<file path="src/rtl/fdc_seq_pkg.sv">
package fdc_seq_pkg;

    localparam int CMD_MAX_BYTES = 9;
    localparam int RES_BYTES     = 7;

    localparam logic [7:0] MSR_RQM    = 8'h80;
    localparam logic [7:0] MSR_DIO    = 8'h40;
    localparam logic [7:0] MSR_NONDMA = 8'h20;
    localparam logic [7:0] MSR_BUSY   = 8'h10;

    typedef enum logic [2:0] {
        ST_CMD,
        ST_PARAM,
        ST_DELAY,
        ST_XFER,
        ST_RESULT
    } seq_state_t;

    typedef enum logic [1:0] {
        OP_RW_READ,
        OP_RW_VERIFY,
        OP_READID,
        OP_INVALID
    } op_kind_t;

    function automatic op_kind_t decode_op(input logic [7:0] b);
        op_kind_t k;
        unique case (b[4:0])
            5'h06:   k = OP_RW_READ;
            5'h16:   k = OP_RW_VERIFY;
            5'h0A:   k = OP_READID;
            default: k = OP_INVALID;
        endcase
        return k;
    endfunction

    function automatic logic [3:0] cmd_len(input op_kind_t k);
        logic [3:0] n;
        unique case (k)
            OP_RW_READ, OP_RW_VERIFY: n = 4'd9;
            OP_READID:                n = 4'd2;
            default:                  n = 4'd1;
        endcase
        return n;
    endfunction

endpackage

</file>
<file path="src/rtl/fdc_cmd_capture.sv">
module fdc_cmd_capture #(
    parameter int NBYTES = 9,
    localparam int IDX_W = $clog2(NBYTES + 1)
) (
    input  logic                   clk,
    input  logic                   rst_n,
    input  logic                   first_i,
    input  logic                   next_i,
    input  logic [7:0]             data_i,
    output logic [NBYTES-1:0][7:0] bytes_o,
    output logic [IDX_W-1:0]       idx_o
);

    logic [IDX_W-1:0] idx_q;

    always_ff @(posedge clk) begin
        if (!rst_n) begin
            idx_q <= '0;
        end else if (first_i) begin
            idx_q <= IDX_W'(1);
        end else if (next_i) begin
            idx_q <= idx_q + IDX_W'(1);
        end
    end

    for (genvar g = 0; g < NBYTES; g++) begin : g_byte
        always_ff @(posedge clk) begin
            if (!rst_n) begin
                bytes_o[g] <= '0;
            end else if (first_i && (g == 0)) begin
                bytes_o[g] <= data_i;
            end else if (next_i && (idx_q == IDX_W'(g))) begin
                bytes_o[g] <= data_i;
            end
        end
    end

    assign idx_o = idx_q;

endmodule

</file>
<file path="src/rtl/fdc_down_counter.sv">
module fdc_down_counter #(
    parameter int W = 16
) (
    input  logic         clk,
    input  logic         rst_n,
    input  logic         load_i,
    input  logic [W-1:0] val_i,
    input  logic         dec_i,
    output logic [W-1:0] cnt_o
);

    always_ff @(posedge clk) begin
        if (!rst_n) begin
            cnt_o <= '0;
        end else if (load_i) begin
            cnt_o <= val_i;
        end else if (dec_i) begin
            cnt_o <= cnt_o - W'(1);
        end
    end

endmodule

</file>
<file path="src/rtl/fdc_result_mux.sv">
module fdc_result_mux
    import fdc_seq_pkg::*;
(
    input  op_kind_t                      op_i,
    input  logic [CMD_MAX_BYTES-1:0][7:0] bytes_i,
    input  logic                          bad_i,
    input  logic [7:0]                    cyl_i,
    input  logic [2:0]                    idx_i,
    output logic [7:0]                    data_o,
    output logic                          last_o
);

    logic [1:0] drv;
    logic       hd;
    logic       mt;
    logic       fin_hd;
    logic [7:0] st0;
    logic       unused_bits;

    assign drv    = bytes_i[1][1:0];
    assign hd     = bytes_i[1][2];
    assign mt     = bytes_i[0][7];
    assign fin_hd = (op_i != OP_READID && !bad_i && mt && !hd) ? 1'b1 : hd;
    assign st0    = {2'b00, bad_i, 2'b00, fin_hd, drv};

    assign unused_bits = ^{bytes_i[0][6:0], bytes_i[1][7:3], bytes_i[3], bytes_i[4],
                           bytes_i[7], bytes_i[8]};

    always_comb begin
        data_o = 8'h00;
        if (op_i == OP_INVALID) begin
            data_o = 8'h80;
        end else if (op_i == OP_READID) begin
            unique case (idx_i)
                3'd0:    data_o = st0;
                3'd3:    data_o = cyl_i;
                3'd4:    data_o = {7'b0, hd};
                3'd5:    data_o = 8'h01;
                3'd6:    data_o = 8'h02;
                default: data_o = 8'h00;
            endcase
        end else begin
            unique case (idx_i)
                3'd0:    data_o = st0;
                3'd3:    data_o = bytes_i[2];
                3'd4:    data_o = {7'b0, fin_hd};
                3'd5:    data_o = bytes_i[6];
                3'd6:    data_o = bytes_i[5];
                default: data_o = 8'h00;
            endcase
        end
    end

    assign last_o = (op_i == OP_INVALID) ? (idx_i == 3'd0) : (idx_i == 3'(RES_BYTES - 1));

endmodule

</file>
<file path="src/rtl/fdc_cmd_seq.sv">
module fdc_cmd_seq
    import fdc_seq_pkg::*;
#(
    parameter int SPT          = 18,
    parameter int SECTOR_BYTES = 512,
    parameter int ID_DELAY     = 40
) (
    input  logic       clk,
    input  logic       rst_n,
    input  logic       dma_en_i,
    input  logic       fifo_wr_i,
    input  logic [7:0] fifo_wdata_i,
    input  logic       fifo_rd_i,
    output logic [7:0] fifo_rdata_o,
    output logic [7:0] status_o,
    output logic       irq_o,
    input  logic [7:0] media_data_i,
    output logic       media_adv_o,
    input  logic [7:0] cur_cyl_i
);

    localparam int XFER_MAX = SECTOR_BYTES * 512;
    localparam int CNT_MAX  = (XFER_MAX > ID_DELAY) ? XFER_MAX : ID_DELAY;
    localparam int CNT_W    = $clog2(CNT_MAX + 1);
    localparam int IDX_W    = $clog2(CMD_MAX_BYTES + 1);

    seq_state_t state_q, state_d;
    op_kind_t   op_q;
    logic       bad_q;
    logic       irq_q;
    logic [2:0] ridx_q;

    logic wr_ok, rd_res, rd_dat, first_wr, next_wr, last_param;
    op_kind_t op_new;
    logic [CMD_MAX_BYTES-1:0][7:0] cbytes;
    logic [IDX_W-1:0] cidx;

    logic [CNT_W-1:0] cnt_q, cnt_val, base_tot, xfer_total;
    logic             cnt_load, cnt_dec, irq_set;
    logic [8:0]       sectors;
    logic             eot_bad, two_heads, is_rw;
    logic [7:0]       res_byte;
    logic             res_last;

    assign op_new   = decode_op(fifo_wdata_i);
    assign wr_ok    = fifo_wr_i && (state_q == ST_CMD || state_q == ST_PARAM);
    assign rd_res   = fifo_rd_i && (state_q == ST_RESULT);
    assign rd_dat   = fifo_rd_i && (state_q == ST_XFER);
    assign first_wr = wr_ok && (state_q == ST_CMD);
    assign next_wr  = wr_ok && (state_q == ST_PARAM);
    assign last_param = next_wr && (cidx == IDX_W'(cmd_len(op_q) - 4'd1));

    fdc_cmd_capture #(.NBYTES(CMD_MAX_BYTES)) u_capture (
        .clk     (clk),
        .rst_n   (rst_n),
        .first_i (first_wr),
        .next_i  (next_wr),
        .data_i  (fifo_wdata_i),
        .bytes_o (cbytes),
        .idx_o   (cidx)
    );

    fdc_down_counter #(.W(CNT_W)) u_counter (
        .clk    (clk),
        .rst_n  (rst_n),
        .load_i (cnt_load),
        .val_i  (cnt_val),
        .dec_i  (cnt_dec),
        .cnt_o  (cnt_q)
    );

    fdc_result_mux u_result (
        .op_i    (op_q),
        .bytes_i (cbytes),
        .bad_i   (bad_q),
        .cyl_i   (cur_cyl_i),
        .idx_i   (ridx_q),
        .data_o  (res_byte),
        .last_o  (res_last)
    );

    // Execution sizing, evaluated when the last command byte lands
    assign is_rw      = (op_q == OP_RW_READ) || (op_q == OP_RW_VERIFY);
    assign eot_bad    = cbytes[6] > 8'(SPT);
    assign sectors    = (cbytes[6] >= cbytes[4]) ?
                        ({1'b0, cbytes[6]} - {1'b0, cbytes[4]} + 9'd1) : 9'd0;
    assign two_heads  = cbytes[0][7] && !cbytes[1][2];
    assign base_tot   = CNT_W'(sectors) * CNT_W'(SECTOR_BYTES);
    assign xfer_total = two_heads ? (base_tot << 1) : base_tot;

    // Next state
    always_comb begin
        state_d  = state_q;
        cnt_load = 1'b0;
        cnt_val  = '0;
        cnt_dec  = 1'b0;
        irq_set  = 1'b0;
        unique case (state_q)
            ST_CMD: begin
                if (wr_ok) begin
                    state_d = (op_new == OP_INVALID) ? ST_RESULT : ST_PARAM;
                end
            end
            ST_PARAM: begin
                if (last_param) begin
                    unique case (op_q)
                        OP_READID: begin
                            state_d  = ST_DELAY;
                            cnt_load = 1'b1;
                            cnt_val  = CNT_W'(ID_DELAY);
                        end
                        OP_RW_READ: begin
                            if (eot_bad || dma_en_i || xfer_total == '0) begin
                                state_d = ST_RESULT;
                                irq_set = 1'b1;
                            end else begin
                                state_d  = ST_XFER;
                                cnt_load = 1'b1;
                                cnt_val  = xfer_total;
                            end
                        end
                        default: begin
                            state_d = ST_RESULT;
                            irq_set = 1'b1;
                        end
                    endcase
                end
            end
            ST_DELAY: begin
                if (cnt_q == '0) begin
                    state_d = ST_RESULT;
                    irq_set = 1'b1;
                end else begin
                    cnt_dec = 1'b1;
                end
            end
            ST_XFER: begin
                if (rd_dat) begin
                    cnt_dec = 1'b1;
                    if (cnt_q == CNT_W'(1)) begin
                        state_d = ST_RESULT;
                        irq_set = 1'b1;
                    end
                end
            end
            ST_RESULT: begin
                if (rd_res && res_last) begin
                    state_d = ST_CMD;
                end
            end
            default: state_d = ST_CMD;
        endcase
    end

    // State register and phase bookkeeping
    always_ff @(posedge clk) begin
        if (!rst_n) begin
            state_q <= ST_CMD;
            op_q    <= OP_INVALID;
            bad_q   <= 1'b0;
            irq_q   <= 1'b0;
            ridx_q  <= '0;
        end else begin
            state_q <= state_d;
            if (first_wr) begin
                op_q  <= op_new;
                bad_q <= 1'b0;
            end else if (last_param) begin
                bad_q <= eot_bad && is_rw;
            end
            if (irq_set) begin
                irq_q <= 1'b1;
            end else if (rd_res && res_last) begin
                irq_q <= 1'b0;
            end
            if (state_q != ST_RESULT) begin
                ridx_q <= '0;
            end else if (rd_res) begin
                ridx_q <= ridx_q + 3'd1;
            end
        end
    end

    // Outputs
    always_comb begin
        status_o     = MSR_RQM;
        fifo_rdata_o = 8'h00;
        unique case (state_q)
            ST_CMD:    status_o = MSR_RQM;
            ST_PARAM:  status_o = MSR_RQM | MSR_BUSY;
            ST_DELAY:  status_o = MSR_BUSY;
            ST_XFER: begin
                status_o     = MSR_RQM | MSR_DIO | MSR_NONDMA | MSR_BUSY;
                fifo_rdata_o = media_data_i;
            end
            ST_RESULT: begin
                status_o     = MSR_RQM | MSR_DIO | MSR_BUSY;
                fifo_rdata_o = res_byte;
            end
            default:   status_o = MSR_RQM;
        endcase
    end

    assign irq_o       = irq_q;
    assign media_adv_o = rd_dat;

endmodule

</file>
<file path="config.mk">
export PLATFORM = sky130hd
export DESIGN_NAME = fdc_cmd_seq
export DESIGN_NICKNAME = d
export VERILOG_FILES = /design/src/rtl/fdc_seq_pkg.sv /design/src/rtl/fdc_cmd_capture.sv /design/src/rtl/fdc_down_counter.sv /design/src/rtl/fdc_result_mux.sv /design/src/rtl/fdc_cmd_seq.sv
export SDC_FILE = /design/constraint.sdc
export NUM_CORES = 1
export LEC_CHECK = 0
export BUFFER_PORTS_ARGS = -buffer_cell sky130_fd_sc_hd__buf_2
export CAP_MARGIN = 10
export CORE_ASPECT_RATIO = 0.6
export CORE_MARGIN = 8
export CORE_UTILIZATION = 50
export DETAILED_ROUTE_END_ITERATION = 16
export HOLD_SLACK_MARGIN = 0.08
export PLACE_DENSITY = 0.68
export REMOVE_ABC_BUFFERS = 1
export SETUP_SLACK_MARGIN = 0.1
export SYNTH_ARGS = -nofsm -noshare
export SYNTH_HDL_FRONTEND = slang
export SYNTH_HIERARCHICAL = 1
export SYNTH_SLANG_ARGS = --single-unit
</file>
<file path="constraint.sdc">
create_clock -name clk -period 5.42 [get_ports clk]
set_input_delay 0.542 -clock clk [delete_from_list [all_inputs] [get_ports clk]]
set_output_delay 0.542 -clock clk [all_outputs]
set_load 0.005 [all_outputs]
</file>
# --- Yosys cells after proc, flatten, opt, wreduce, memory -nomap -nowiden ---
# Cells that the tools add are included.
totals:
  ff_bits: 76
  inputBits: 29
  wordCells: 139
op_classes:
  addsub: 6
  order_cmp: 2
  n_eq_ne: 30
  mux: 48
  bitwise: 1
  reduce_logical: 38
op_table:
  columns: ["op", "n"]
  rows:
  - ["19-bit 2-to-1 mux", 6]
  - ["8-bit case mux with 5 select lines", 2]
  - ["19-bit logical NOT", 2]
  - ["19-bit case mux with 2 select lines", 1]
  - ["8-bit 2-to-1 mux", 4]
  - ["8-bit case mux with 4 select lines", 1]
  - ["3-bit 2-to-1 mux", 8]
  - ["19-bit by 1-bit == test with 1-bit output, second input constant", 1]
  - ["19-bit by 1-bit subtractor with 19-bit output, second input constant", 1]
  - ["1-bit logical AND", 18]
  - ["1-bit 2-to-1 mux", 16]
  - ["8-bit case mux with 2 select lines", 1]
  - ["3-bit case mux with 5 select lines", 1]
  - ["3-bit == test, second input constant", 4]
  - ["4-bit by 3-bit == test with 1-bit output, second input constant", 3]
  - ["2-bit != test, second input constant", 5]
  - ["9-bit by 1-bit adder with 9-bit output, second input constant", 1]
  - ["3-bit by 2-bit == test with 1-bit output, second input constant", 3]
  - ["9-bit 2-to-1 mux", 1]
  - ["8-bit by 8-bit subtractor with 9-bit output", 1]
  - ["8-bit greater-or-equal comparator", 1]
  - ["8-bit by 5-bit greater-than comparator with 1-bit output, second input constant", 1]
  - ["4-bit case mux with 2 select lines", 1]
  - ["2-bit nonzero test", 4]
  - ["26 further kinds", 38]

# --- Depth between registers and ports, before layout ---
depth:
  ltp_word: 11
  mapped_depth: 17
  depth_no_buf: 16

# --- Modules after synthesis ---
# Netlist, hierarchy kept.
modules_own_cells:
  columns: ["module", "instances", "cells_per_inst", "area_each_um2"]
  rows:
  - ["fdc_cmd_capture", 1, 287, 2771.4]
  - ["fdc_cmd_seq", 1, 221, 1639.1]
  - ["fdc_down_counter", 1, 125, 1023.5]
  - ["fdc_result_mux", 1, 73, 475.5]

# --- Worst setup path before layout ---
# Ideal clock, no wire load.
synth_path:
  path_type: "flip-flop to flip-flop"
  startpoint: "register u_capture/bytes_o[36] (netlist name)"
  endpoint: "register u_counter.cnt_o[14]"
  setup_time_ns: 0.137
  arrival_ns: 3.293
  required_time_ns: 5.283
  setup_slack_ns: 1.990
  path_stages_with_launch: 15
  n_path_buf: 2
  period_less_slack_ns: 3.430
  path_cell_list: "dfxtp_1 > inv_1 > ha_1 > ha_1 > a21o_1 > a21o_1 > or2_4 > a311oi_2 > a21oi_1 > o31ai_4 > a21oi_1 > inv_1 > clkbuf_1 > clkbuf_1 > a31oi_1"
synth_via:
  elab_chain_cells: 11
  elab_cells_between_ends: 17
  cone_classes: "add/sub (2); order compare (1); mux (11); reduce/logical (3)"
synth_rtl:
  columns: ["element", "line", "rtl"]
  rows:
  - ["start, declared", "fdc_cmd_capture.sv:10", "output logic [NBYTES-1:0][7:0] bytes_o,"]
  - ["start signal, assigned by index", "fdc_cmd_capture.sv:31", "bytes_o[g] <= data_i;"]
  - ["start signal, assigned by index", "fdc_cmd_capture.sv:33", "bytes_o[g] <= data_i;"]
  - ["8-bit by 8-bit subtractor with 9-bit output", "fdc_cmd_seq.sv:86", "({1'b0, cbytes[6]} - {1'b0, cbytes[4]} + 9'd1) : 9'd0;"]
  - ["9-bit by 1-bit adder with 9-bit output", "fdc_cmd_seq.sv:86", null]
  - ["9-bit 2-to-1 mux *", "fdc_cmd_seq.sv:85", "assign sectors = (cbytes[6] >= cbytes[4]) ?"]
  - ["19-bit 2-to-1 mux *", "fdc_cmd_seq.sv:89", "assign xfer_total = two_heads ? (base_tot << 1) : base_tot;"]
  - ["19-bit logical NOT *", "fdc_cmd_seq.sv:113", "if (eot_bad || dma_en_i || xfer_total == '0) begin"]
  - ["1-bit logical OR *", "fdc_cmd_seq.sv:113", null]
  - ["1-bit 2-to-1 mux *", "fdc_cmd_seq.sv:113", null]
  - ["1-bit case mux with 2 select lines *", "fdc_cmd_seq.sv:106", "unique case (op_q)"]
  - ["1-bit 2-to-1 mux *", "fdc_cmd_seq.sv:105", "if (last_param) begin"]
  - ["1-bit 2-to-1 mux *", "fdc_cmd_seq.sv:98", "unique case (state_q)"]
  - ["named net cnt_load", "fdc_cmd_seq.sv:39", "logic cnt_load, cnt_dec, irq_set;"]
  - ["19-bit 2-to-1 mux / 2-bit nonzero test (equally long branches)", null, null]
  - ["end signal, assigned", "fdc_down_counter.sv:16", "cnt_o <= val_i;"]
  - ["end signal, assigned", "fdc_down_counter.sv:18", "cnt_o <= cnt_o - W'(1);"]
  - ["end, declared", "fdc_down_counter.sv:9", "output logic [W-1:0] cnt_o"]
# Mark *: on every way through the listed nets, which the timed path passes. The rest lies on a longest branch.
# A chain may end at the register's enable or synchronous reset.

# --- Worst setup path in the final report ---
layout_path:
  startpoint: "register u_capture/bytes_o[52] (netlist name)"
  endpoint: "register u_counter.cnt_o[9]"
layout_via:
  elab_chain_cells: 11
  elab_cells_between_ends: 19
  cone_classes: "add/sub (2); order compare (2); mux (11); reduce/logical (4)"
layout_rtl:
  columns: ["element", "line"]
  rows:
  - ["8-bit by 8-bit subtractor with 9-bit output", "fdc_cmd_seq.sv:86"]
  - ["9-bit by 1-bit adder with 9-bit output", "fdc_cmd_seq.sv:86"]
  - ["9-bit 2-to-1 mux", "fdc_cmd_seq.sv:85"]
  - ["19-bit 2-to-1 mux", "fdc_cmd_seq.sv:89"]
  - ["19-bit logical NOT", "fdc_cmd_seq.sv:113"]
  - ["1-bit logical OR *", "fdc_cmd_seq.sv:113"]
  - ["1-bit 2-to-1 mux *", "fdc_cmd_seq.sv:113"]
  - ["1-bit case mux with 2 select lines *", "fdc_cmd_seq.sv:106"]
  - ["1-bit 2-to-1 mux *", "fdc_cmd_seq.sv:105"]
  - ["1-bit 2-to-1 mux *", "fdc_cmd_seq.sv:98"]
  - ["named net cnt_load", "fdc_cmd_seq.sv:39"]
  - ["19-bit 2-to-1 mux / 2-bit nonzero test (equally long branches)", null]
# Marked as above.

==> impl_metrics.prom <==
# TYPE chip_impl_metric gauge
chip_impl_metric{name="vias",unit=""} 4431
chip_impl_metric{name="boundaryPins",unit=""} 47
chip_impl_metric{name="post_synth_inst_count",unit=""} 580
chip_impl_metric{name="place.gp.congestion",unit=""} 0.862
chip_impl_metric{name="port_buffers",unit=""} 42
chip_impl_metric{name="num_rows",unit=""} 27
chip_impl_metric{name="postPlaceCellArea",unit="um^2"} 4880
chip_impl_metric{name="net-switching-power",unit="uW"} 299
chip_impl_metric{name="setup_ws",unit="ns"} 1.25
chip_impl_metric{name="cts.reportedPaths.clkPinSlew",unit="ns"} 0.06
chip_impl_metric{name="power_per_cell_area",unit="nW/um^2"} 244
chip_impl_metric{name="fin_area",unit="um^2"} 5210
chip_impl_metric{name="critPathRequiredTime",unit="ns"} 5.67
chip_impl_metric{name="synthesis.yosys.warnings",unit=""} 6
chip_impl_metric{name="drv.max_cap_violation_count",unit=""} 0
chip_impl_metric{name="critical_path_arrival",unit="ns"} 4.43
chip_impl_metric{name="area.growth.synth_to_final",unit="%"} 11.4
chip_impl_metric{name="route.detailed.vias_per_inst",unit=""} 6.09
chip_impl_metric{name="worst_skew_pair.late_latency",unit="ns"} 0.34
chip_impl_metric{name="final_nets",unit=""} 663
chip_impl_metric{name="clock_sinks",unit=""} 69
chip_impl_metric{name="final.hold.worst_slack",unit="ns"} 0.472
chip_impl_metric{name="peak_supply_drop",unit="uV"} 162
chip_impl_metric{name="post_route_cells_drive_above_1_share",unit="%"} 13.7
chip_impl_metric{name="p_clk_share",unit="%"} 51.9
chip_impl_metric{name="drtAntennaViolNets",unit=""} 0
chip_impl_metric{name="wirelength",unit="um"} 12800
chip_impl_metric{name="period_needed",unit="ns"} 4.17
chip_impl_metric{name="cts.htree.levels",unit=""} 3
chip_impl_metric{name="cts_setup_buffers",unit=""} 0
chip_impl_metric{name="finalSetupTns",unit="ns"} 0
chip_impl_info{name="timing.critical_path.to_type",value="register"} 1
chip_impl_metric{name="relSlewSlack",unit="%"} 39.9
chip_impl_metric{name="cp_max_fo",unit=""} 29
chip_impl_metric{name="slew_viol_final",unit=""} 0
chip_impl_metric{name="dp_cells",unit=""} 712
chip_impl_metric{name="max-clock-path-buffers",unit=""} 2
chip_impl_metric{name="clock-skew-final",unit="ns"} 0.00492
chip_impl_metric{name="overflow",unit=""} 0
chip_impl_info{name="grt_setup_unrepaired",value="no"} 1
chip_impl_metric{name="mappedNetlistArea",unit="um^2"} 4680
chip_impl_metric{name="core",unit="um^2"} 9120
chip_impl_metric{name="start_util",unit="%"} 51.3
chip_impl_info{name="clockRootBuffer",value="clkbuf_16"} 1
chip_impl_info{name="tritoncts",value="done"} 1
chip_impl_metric{name="cts_resized",unit=""} 0
chip_impl_metric{name="dp_hpwl",unit="um"} 9400
chip_impl_metric{name="final_standard_cell_count_with_taps_included_and_fillers_excluded",unit=""} 728
chip_impl_metric{name="leakagePower",unit="nW"} 2.08
chip_impl_metric{name="fillCellCount",unit=""} 824
chip_impl_metric{name="worst_slew_pin_slew",unit="ns"} 0.899
chip_impl_metric{name="first_iter_violations",unit=""} 530
chip_impl_metric{name="cell_internal_pwr",unit="uW"} 973
chip_impl_metric{name="switching_share",unit="%"} 23.5
chip_impl_metric{name="grt_max_degree",unit=""} 44
chip_impl_metric{name="drtPass1Iterations",unit=""} 5
chip_impl_metric{name="vias_in_the_first_global_route",unit=""} 4147
chip_impl_metric{name="power_frac_comb",unit="%"} 7.3
chip_impl_metric{name="final-hold-violation-count",unit=""} 0
chip_impl_metric{name="antenna_cells_inserted",unit=""} 0
chip_impl_metric{name="totalPowerFinal",unit="mW"} 1.27
chip_impl_metric{name="routed_wire_length_per_instance",unit="um"} 17.5
chip_impl_metric{name="max_freq",unit="MHz"} 240
chip_impl_metric{name="syn-mean-instance-area",unit="um^2"} 8.07
chip_impl_metric{name="drt_drc_violations_left",unit=""} 0
chip_impl_metric{name="grt.total_usage",unit="%"} 20.3
chip_impl_metric{name="antenna_violations_before_repair",unit=""} 0
chip_impl_metric{name="clock_buffer_count_from_cts",unit=""} 9
chip_impl_info{name="outcome",value="complete, no violations"} 1
chip_impl_metric{name="grt_first_pass_wirelength",unit="um"} 21100
chip_impl_info{name="criticalPathCategory",value="reg2reg"} 1
chip_impl_metric{name="design.die.area",unit="um^2"} 12800
chip_impl_metric{name="power.share.sequential",unit="%"} 40.8
chip_impl_info{name="start_kind",value="register"} 1
chip_impl_metric{name="finalCritPeriodShare",unit="%"} 77.0
chip_impl_info{name="hold_class",value="reg2reg"} 1
chip_impl_metric{name="die_boundary_width",unit="um"} 141
chip_impl_metric{name="cts_hold_buffers",unit=""} 0
chip_impl_metric{name="dp_worst_setup_slack",unit="ns"} 1.40
chip_impl_metric{name="setup_viol",unit=""} 0
chip_impl_metric{name="finalCoreUtilization",unit="%"} 57.2
chip_impl_metric{name="floorplan.die.height",unit="um"} 90.9
==> layer usage <==
metal / GRT usage, % / vias up / share of wire, %
li1: - / 2158 / -
met1: 28.6 / 2093 / 49
met2: 29.7 / 158 / 42
met3: 5.17 / 22 / 7.0
met4: 6.49 / 0 / 1.5
met5: 0 / - / 0
==> sequential cells by signal, summed over array words and instances, names as in the netlist <==
signal,cells
u_capture/bytes_o,36
bad_q,1
state_q,3
op_q,2
u_counter/cnt_o,19
ridx_q,3
irq_o,1
u_capture/idx_o,4
==> worst paths after layout <==
path | start | to | slack, ns | cells past startpoint
hold / removal | u_capture/bytes_o[19] | u_capture/bytes_o[19] | 0.47 | 2
setup reg to reg | u_capture/bytes_o[52] | u_counter/cnt_o[9] | 1.25 | 13
setup / recovery | u_capture/bytes_o[52] | u_counter/cnt_o[9] | 1.25 | 13
hold reg to reg | u_capture/bytes_o[19] | u_capture/bytes_o[19] | 0.47 | 2
==> power by group through the flow <==
stage	clock [mW]	combinational, mW	sequential [mW]
final	0.660	0.0929	0.519
after global routing	0.692	0.102	0.520
after CTS	0.668	0.0916	0.519
after detailed placement	0	0.0907	0.530
after global placement	0	0.0875	0.530
after floorplan	0	0.0503	0.528
==> area by class of cell <==
type                       instances  area (um^2)  share of cell area (%)
multi-input combinational        455         3020                    57.9
sequential                        69         1380                    26.5
clock buffer                      11          253                    4.85
timing repair buffer              45          233                    4.46
tap                              116          145                    2.78
inverter                          27          101                    1.94
clock inverter                     5         81.3                    1.56
==> layout by cell type, fill, tap and decap left out, types with 4 or more instances in the layout <==
master     count
o21ai_0       69
dfxtp_1       69
nand2_1       45
nand3_1       45
buf_2         42
nor2_1        31
inv_1         27
a21oi_1       26
ha_1          23
nor3_1        14
nor4_1        12
a22o_1        12
xnor2_1       11
xor2_1        11
a31oi_1       11
conb_1        11
mux2i_1        9
clkbuf_16      9
nor2b_1        8
nand2b_1       6
o31ai_1        6
nor3b_1        6
or3_1          6
and3_1         5
nand4_1        5
a211oi_1       4
fa_1           4
o21a_1         4
a22oi_1        4
==> critical path: stages (launching register included) <==
cell and delay [ns]:
dfxtp_1 0.42, ha_1 0.29, ha_1 0.38, a21o_1 0.21
a21o_1 0.19, or2_4 0.26, a311oi_2 0.45, a21oi_1 0.22
o31ai_4 0.50, a21oi_1 0.34, inv_1 0.14, buf_4 0.29
o21ai_0 0.16, a31oi_1 0.24
No activity file was read; power rests on OpenSTA's default activity.
